[src/rtl/wfmt_pkg.sv]
`timescale 1ns/1ps
package wfmt_pkg;
  localparam int SCR_W   = 10;
  localparam int SCR_TAP = 7;
  localparam int BYTE_W  = 8;

  typedef enum logic {PH_PRE = 1'b0, PH_DATA = 1'b1} phase_e;

  // One LFSR step: shift left, feedback from the top bit and the tap.
  function automatic logic [SCR_W-1:0] scr_step(input logic [SCR_W-1:0] s);
    return {s[SCR_W-2:0], s[SCR_W-1] ^ s[SCR_TAP-1]};
  endfunction

  // Keystream mask for one byte: first step lands on the MSB.
  function automatic logic [BYTE_W-1:0] scr_mask(input logic [SCR_W-1:0] s);
    logic [SCR_W-1:0]  st;
    logic [BYTE_W-1:0] m;
    st = s;
    m  = '0;
    for (int k = 0; k < BYTE_W; k++) begin
      m[BYTE_W-1-k] = st[SCR_W-1];
      st = scr_step(st);
    end
    return m;
  endfunction

  function automatic logic [SCR_W-1:0] scr_advance(input logic [SCR_W-1:0] s);
    logic [SCR_W-1:0] st;
    st = s;
    for (int k = 0; k < BYTE_W; k++) st = scr_step(st);
    return st;
  endfunction

  function automatic logic parity_ok(input logic [BYTE_W-1:0] b, input logic p);
    return ((^b) ^ p) == 1'b0;
  endfunction
endpackage

[src/rtl/wfmt_byte_ctrl.sv]
`timescale 1ns/1ps
module wfmt_byte_ctrl
  import wfmt_pkg::*;
#(
  parameter int             TRAIN_RUN = 6,
  parameter logic [7:0]     MARK_BYTE = 8'hFF,
  parameter logic [7:0]     PRE_BYTE  = 8'h93,
  parameter logic [7:0]     SYNC_BYTE = 8'h69
) (
  input  logic       clk,
  input  logic       rst_n,
  input  logic       gate,
  input  logic       accept,
  input  logic       auto_en,
  input  logic [7:0] byte_in,
  output logic [7:0] emit,
  output logic       sync_evt,
  output logic       step_evt
);
  localparam int RUN_W = $clog2(TRAIN_RUN + 1);
  localparam logic [RUN_W-1:0] RUN_LAST = RUN_W'(TRAIN_RUN - 1);

  phase_e           ph_q, ph_d;
  logic [RUN_W-1:0] run_q, run_d;

  always_comb begin
    ph_d     = ph_q;
    run_d    = run_q;
    emit     = byte_in;
    sync_evt = 1'b0;
    step_evt = 1'b0;
    if (!gate) begin
      ph_d  = PH_PRE;
      run_d = '0;
    end else if (accept) begin
      if (ph_q == PH_PRE) begin
        if (auto_en) begin
          emit = PRE_BYTE;
          if (byte_in == MARK_BYTE) begin
            if (run_q == RUN_LAST) begin
              emit     = SYNC_BYTE;
              sync_evt = 1'b1;
              run_d    = '0;
              ph_d     = PH_DATA;
            end else begin
              run_d = run_q + 1'b1;
            end
          end else begin
            run_d = '0;
          end
        end else if (byte_in == SYNC_BYTE) begin
          sync_evt = 1'b1;
          ph_d     = PH_DATA;
        end
      end else begin
        step_evt = 1'b1;
      end
    end
  end

  always_ff @(posedge clk or negedge rst_n) begin
    if (!rst_n) begin
      ph_q  <= PH_PRE;
      run_q <= '0;
    end else begin
      ph_q  <= ph_d;
      run_q <= run_d;
    end
  end

  // a sync byte is never followed directly by another sync event
  p_sync_single_r2: assert property (@(posedge clk) disable iff (!rst_n)
    sync_evt |=> !sync_evt);
  // the marker count never passes the last run position
  p_run_bound_r3: assert property (@(posedge clk) disable iff (!rst_n)
    run_q <= RUN_LAST);
  // a closed gate leaves the pre-sync phase with no count
  p_gate_reset_r7: assert property (@(posedge clk) disable iff (!rst_n)
    !gate |=> (ph_q == PH_PRE && run_q == '0));
endmodule

[src/rtl/wfmt_parity.sv]
`timescale 1ns/1ps
module wfmt_parity
  import wfmt_pkg::*;
(
  input  logic       clk,
  input  logic       rst_n,
  input  logic       gate,
  input  logic       accept,
  input  logic [7:0] byte_in,
  input  logic       par_in,
  output logic       par_err
);
  logic bad_evt;
  assign bad_evt = accept && !parity_ok(byte_in, par_in);

  always_ff @(posedge clk or negedge rst_n) begin
    if (!rst_n)       par_err <= 1'b0;
    else if (!gate)   par_err <= 1'b0;
    else if (bad_evt) par_err <= 1'b1;
  end

  // sticky while the gate stays open
  p_perr_hold_r4: assert property (@(posedge clk) disable iff (!rst_n)
    (par_err && gate) |=> par_err);
  // cleared once the gate closes
  p_perr_clear_r4: assert property (@(posedge clk) disable iff (!rst_n)
    !gate |=> !par_err);
  // a bad byte always raises the flag
  p_perr_set_r4: assert property (@(posedge clk) disable iff (!rst_n)
    bad_evt |=> par_err);
endmodule

[src/rtl/wfmt_scrambler.sv]
`timescale 1ns/1ps
module wfmt_scrambler
  import wfmt_pkg::*;
(
  input  logic       clk,
  input  logic       rst_n,
  input  logic       seed,
  input  logic       step,
  output logic [7:0] mask
);
  logic [SCR_W-1:0] st_q;

  assign mask = scr_mask(st_q);

  always_ff @(posedge clk or negedge rst_n) begin
    if (!rst_n)    st_q <= '1;
    else if (seed) st_q <= '1;
    else if (step) st_q <= scr_advance(st_q);
  end

  // the state is all ones right after a sync byte
  p_seed_ones_r5: assert property (@(posedge clk) disable iff (!rst_n)
    seed |=> (st_q == {SCR_W{1'b1}}));
  // the state does not move without a post-sync byte
  p_hold_idle_r5: assert property (@(posedge clk) disable iff (!rst_n)
    (!seed && !step) |=> $stable(st_q));
  // a maximal LFSR never reaches the all-zero lockup state
  p_no_lockup_r5: assert property (@(posedge clk) disable iff (!rst_n)
    st_q != '0);
endmodule

[src/rtl/wfmt_precoder.sv]
`timescale 1ns/1ps
module wfmt_precoder (
  input  logic clk,
  input  logic rst_n,
  input  logic gate,
  input  logic bit_valid,
  input  logic bit_in,
  output logic pre_bit,
  output logic pre_valid,
  output logic late
);
  logic d1_q, d2_q;
  logic take, y;

  assign take = gate && bit_valid;
  assign y    = bit_in ^ d2_q;

  always_ff @(posedge clk or negedge rst_n) begin
    if (!rst_n) begin
      d1_q <= 1'b0; d2_q <= 1'b0;
      pre_bit <= 1'b0; pre_valid <= 1'b0; late <= 1'b0;
    end else if (!gate) begin
      d1_q <= 1'b0; d2_q <= 1'b0;
      pre_bit <= 1'b0; pre_valid <= 1'b0; late <= 1'b0;
    end else if (take) begin
      d2_q      <= d1_q;
      d1_q      <= y;
      pre_bit   <= y;
      pre_valid <= 1'b1;
      late      <= y & d1_q;
    end else begin
      pre_valid <= 1'b0;
      late      <= 1'b0;
    end
  end

  // no output bit after a closed gate
  p_preset_r9: assert property (@(posedge clk) disable iff (!rst_n)
    !gate |=> (!pre_valid && !late));
  // late shift only ever marks a written one
  p_late_on_one_r10: assert property (@(posedge clk) disable iff (!rst_n)
    late |-> (pre_bit && pre_valid));
  // every accepted bit yields exactly one output strobe
  p_strobe_r8: assert property (@(posedge clk) disable iff (!rst_n)
    take |=> pre_valid);
endmodule

[src/rtl/write_formatter.sv]
`timescale 1ns/1ps
module write_formatter
  import wfmt_pkg::*;
#(
  parameter int TRAIN_RUN = 6
) (
  input  logic       clk,
  input  logic       rst_n,
  input  logic       wr_gate,
  input  logic       auto_train,
  input  logic       scram_en,
  input  logic       byte_valid,
  input  logic [7:0] byte_in,
  input  logic       byte_par,
  output logic [7:0] byte_out,
  output logic       byte_out_valid,
  output logic       parity_err,
  input  logic       code_valid,
  input  logic       code_bit,
  output logic       pre_bit,
  output logic       pre_valid,
  output logic       late_shift
);
  logic       accept;
  logic [7:0] emit, mask, out_d;
  logic       sync_evt, step_evt;

  assign accept = byte_valid && wr_gate;

  wfmt_byte_ctrl #(.TRAIN_RUN(TRAIN_RUN)) u_ctrl (
    .clk(clk), .rst_n(rst_n), .gate(wr_gate), .accept(accept),
    .auto_en(auto_train), .byte_in(byte_in),
    .emit(emit), .sync_evt(sync_evt), .step_evt(step_evt));

  wfmt_parity u_par (
    .clk(clk), .rst_n(rst_n), .gate(wr_gate), .accept(accept),
    .byte_in(byte_in), .par_in(byte_par), .par_err(parity_err));

  wfmt_scrambler u_scr (
    .clk(clk), .rst_n(rst_n), .seed(sync_evt), .step(step_evt), .mask(mask));

  wfmt_precoder u_pre (
    .clk(clk), .rst_n(rst_n), .gate(wr_gate), .bit_valid(code_valid),
    .bit_in(code_bit), .pre_bit(pre_bit), .pre_valid(pre_valid),
    .late(late_shift));

  // Mask is applied in the same stage as the plain path: no extra latency.
  assign out_d = emit ^ ((step_evt && scram_en) ? mask : 8'h00);

  always_ff @(posedge clk or negedge rst_n) begin
    if (!rst_n) begin
      byte_out       <= 8'h00;
      byte_out_valid <= 1'b0;
    end else begin
      byte_out_valid <= accept;
      if (accept) byte_out <= out_d;
    end
  end

  // accepted byte shows up after one edge
  p_out_follows_r1: assert property (@(posedge clk) disable iff (!rst_n)
    accept |=> byte_out_valid);
  // no strobe without an accepted byte
  p_out_quiet_r1: assert property (@(posedge clk) disable iff (!rst_n)
    !accept |=> !byte_out_valid);
  // with scrambling off the data byte passes untouched
  p_plain_r6: assert property (@(posedge clk) disable iff (!rst_n)
    (step_evt && !scram_en) |=> (byte_out == $past(byte_in)));
endmodule

[config.mk]
export PLATFORM = sky130hd
export DESIGN_NAME = write_formatter
export DESIGN_NICKNAME = d
export VERILOG_FILES = /design/src/rtl/wfmt_pkg.sv /design/src/rtl/wfmt_byte_ctrl.sv /design/src/rtl/wfmt_parity.sv /design/src/rtl/wfmt_scrambler.sv /design/src/rtl/wfmt_precoder.sv /design/src/rtl/write_formatter.sv
export SDC_FILE = /design/constraint.sdc
export NUM_CORES = 1
export LEC_CHECK = 0
export ABC_AREA = 1
export BUFFER_PORTS_ARGS = -buffer_cell sky130_fd_sc_hd__buf_2
export CORE_ASPECT_RATIO = 0.7
export CORE_MARGIN = 4
export CORE_UTILIZATION = 41
export CTS_CLUSTER_DIAMETER = 120
export DETAILED_ROUTE_END_ITERATION = 7
export PLACE_DENSITY = 0.71
export SLEW_MARGIN = 25
export SYNTH_ARGS = -nofsm -noshare
export SYNTH_HDL_FRONTEND = slang
export SYNTH_HIERARCHICAL = 1
export SYNTH_SLANG_ARGS = --single-unit
[constraint.sdc]
create_clock -name clk -period 1.6 [get_ports clk]
set_input_delay 0.08 -clock clk [delete_from_list [all_inputs] [get_ports clk]]
set_output_delay 0.08 -clock clk [all_outputs]
set_load 0.01 [all_outputs]
==> results_dict.tcl <==
set metrics [dict create \
    path_cells "nand2_1, nor2_2, nand3_2, nand2_2, nand3_4, nor2_4, buf_6, nor3_1, a31oi_1" \
    switchingPower_uw 579 \
    synth_seq_area_share_pct 37.7 \
    cpPeakStageDelay_ps 420 \
    p_clk_share_pct 22.1 \
    avgSynthCellArea_um2 7.34 \
    async_flop_share_pct 100 \
    fin_setup_tns_ps 0 \
    fin_crit_sh_pct 93.0 \
    ir_worst_vdd_mv 0.450 \
    status "complete, no violations" \
    synth_area_um2 1890 \
    grt_pass1_wl_um 6530 \
    synthMuxAreaShare_pct 0 \
    start_util_pct 43.0 \
    cp.required_ps 1790 \
    switching_share_pct 32.5 \
    synthAdderAreaFrac_pct 0 \
    synth_cell_types 28 \
    synth_xor_xnor_area_share_pct 2.78 \
    yosysWarnings 6 \
    hpwl_um 3090 \
    synth-main-ff-cell "dfrtp_1" \
    startpoint_type "register" \
    first_global_vias 1409 \
    crit_type "reg2reg" \
    first_pass_iters 4 \
    largest_register_ffs 10 \
    cts_sinks 28 \
    max_slew_margin_pct 59.8 \
    finalSetupViolations 0 \
    root_buffer "clkbuf_8" \
    wl_per_cell_um 11.6 \
    core_um2 4400 \
    clockBufferDepth 2 \
    dieArea_um2 5790 \
    rows 20 \
    insertedDiodeCount 0 \
    yosys.area_share.simple_pct 38.2 \
    p_int_uw 1200 \
    powerDensity_nw_per_um2 851 \
    ys_ff_latch 28 \
    drc_errors 0 \
    clkSlewWorstSetupHoldPaths_ps 90 \
    clock_latency_ps 280 \
    fp.dieH_um 64.9 \
    drive_gt1_share_pct 27.5 \
    antenna_found_initial 0 \
    globalRouteOverflowTotal 0 \
    viasPerCell 4.81 \
    grt_max_degree 29 \
    clock_skew_ps 5.52 \
    seq_power_share_pct 53.9 \
    worstSetupEndpointType "register" \
    nets 302 \
    synth_edf_count 0 \
    gp_congestion 0.870 \
    nFillCells 450 \
    setup_ws_ps 112 \
    htreeDepth 1 \
    drtIter0Drc 73 \
    routed_wirelength_um 3940 \
    slowest_stage "dfrtp_1" \
    hp-class "in2reg" \
    placed_area_um2 2000 \
    utilization_pct 47.5 \
    reg_top3 "u_scr/st_q: 10 flops, byte_out: 8 flops, u_ctrl/run_q: 3 flops" \
    die_x_um 89.2 \
    syn_to_final_growth_pct 10.6 \
    grt.total_usage_pct 14.5 \
    top_register "u_scr/st_q" \
    synth_nets 275 \
    min_period_ps 1490 \
    dp_slack_ps 112 \
    critical_path.max_fanout 6 \
    finalPower_uw 1780 \
    worstMarginPinSlew_ps 603 \
    synth_compound_area_share_pct 5.55 \
    num_io_pins 30 \
    fmax_mhz 672 \
    syn_inst 258 \
    hold_viol 0 \
    comb_power_share_pct 24.0 \
    num_vias 1631 \
    antenna_left 0 \
    finalMaxSlewViolations 0 \
    arrival_ps 1680 \
    synth_top_family_by_area "simple AND/OR/NAND/NOR gates" \
    p_leak_uw 0.00112 \
    cts_tree "done" \
    cts_buffers 3 \
    cap_violations 0 \
    port_buffers 29 \
    design_area_um2 2090 \
]
-- synthesized netlist by cell type (2+ instances only) --
library cell | n | area share, %
nand2_2 | 9 | 3.0
nor2_2 | 3 | 0.99
dfstp_2 | 10 | 14
buf_4 | 9 | 3.6
a22oi_1 | 2 | 0.79
nand3_1 | 28 | 7.4
nor2_1 | 9 | 1.8
a31oi_1 | 5 | 1.7
inv_1 | 37 | 7.3
buf_6 | 3 | 1.8
nand3_2 | 5 | 2.6
xnor2_1 | 5 | 2.3
nor2_4 | 2 | 1.2
a21oi_1 | 6 | 1.6
inv_2 | 5 | 0.99
o21ai_0 | 4 | 1.1
nor3_1 | 6 | 1.6
dfrtp_1 | 18 | 24
nand4_1 | 9 | 3.0
nand2_1 | 75 | 15
-- per-stage QoR --
| stage | hold slack (ps) | cells |
|---|---|---|
| final | 44.7 | 339 |
| after global routing | 87.0 | 339 |
| after CTS | 44.6 | 337 |
| after detailed placement | 139 | 332 |
| after global placement | 128 | 332 |
| after floorplan | -216 | 258 |
-- worst max-delay path, delay by kind of cell, from the launching register on --
kind,cells,cell delay [ps]
compound gates,1,180
buf+inv,1,130
flops,1,420
simple gates,7,680
-- logic make-up after synthesis --
| group | Yosys count |
|---|---|
| flops | 28 |
| buf+inv | 57 |
| compound gates | 18 |
| xor+xnor | 6 |
| simple gates | 149 |
-- layout by cell type (no fill, tap or decap), drive strengths merged, types with 2 or more instances in the layout --
| cell | count |
|---|---|
| clkbuf | 4 |
| a22oi | 2 |
| buf | 35 |
| dfrtp | 18 |
| o21ai | 4 |
| a31oi | 5 |
| xnor2 | 5 |
| a21oi | 7 |
| dfstp | 10 |
| nor3 | 6 |
| nand3 | 33 |
| nand4 | 10 |
| inv | 43 |
| nand2 | 84 |
| nor2 | 14 |
-- worst paths after layout --
| kind | start | endpoint | slack [ps] | cells past startpoint |
|---|---|---|---|---|
| worst max-delay path | u_ctrl/run_q[0] | u_scr/st_q[3] | 110 | 9 |
| worst min-delay path | code_valid | u_pre/pre_valid | 40 | 3 |
| worst max register to register | u_ctrl/run_q[0] | u_scr/st_q[3] | 110 | 9 |
| worst min register to register | byte_out[5] | byte_out[5] | 480 | 2 |
| max in group asynchronous | rst_n | u_ctrl/ph_q | 860 | 2 |
| min in group asynchronous | rst_n | byte_out[1] | 340 | 2 |
-- power by group through the flow --
stage | Sequential, uW | Combinational, uW | Clock [uW]
floorplan | 945 | 348 | 0
global placement | 971 | 413 | 0
CTS | 959 | 423 | 407
detailed placement | 973 | 419 | 0
global route | 978 | 493 | 433
finish | 960 | 428 | 394
-- cell type report --
type | count | area (um^2) | share of cell area [%]
well taps | 55 | 68.8 | 3.29
inverters | 43 | 164 | 7.83
flip-flops and latches | 28 | 713 | 34.1
clock buffers | 4 | 45.0 | 2.15
repair buffers | 36 | 201 | 9.62
multi-input cells | 173 | 901 | 43.0
-- per-layer routing --
metal / global-route usage, % / part of all wire, % / up-vias / routed length (um)
met5: 0 / 0 / - / 0
met4: 2.79 / 0.79 / 0 / 31
met3: 3.56 / 8.2 / 5 / 322
met2: 20.4 / 40 / 41 / 1590
met1: 22.4 / 51 / 725 / 2000
li1: - / - / 860 / -
-- repair_timing --
| item | CTS | global route |
|---|---|---|
| gates resized for setup | 0 | 5 |
| hold buffers | 1 | 0 |
| setup buffers | 0 | 1 |
| setup endpoints to repair | 0 | 8 |
| hold endpoints to repair | 18 | 0 |
Power figures use the tool's default switching activity.
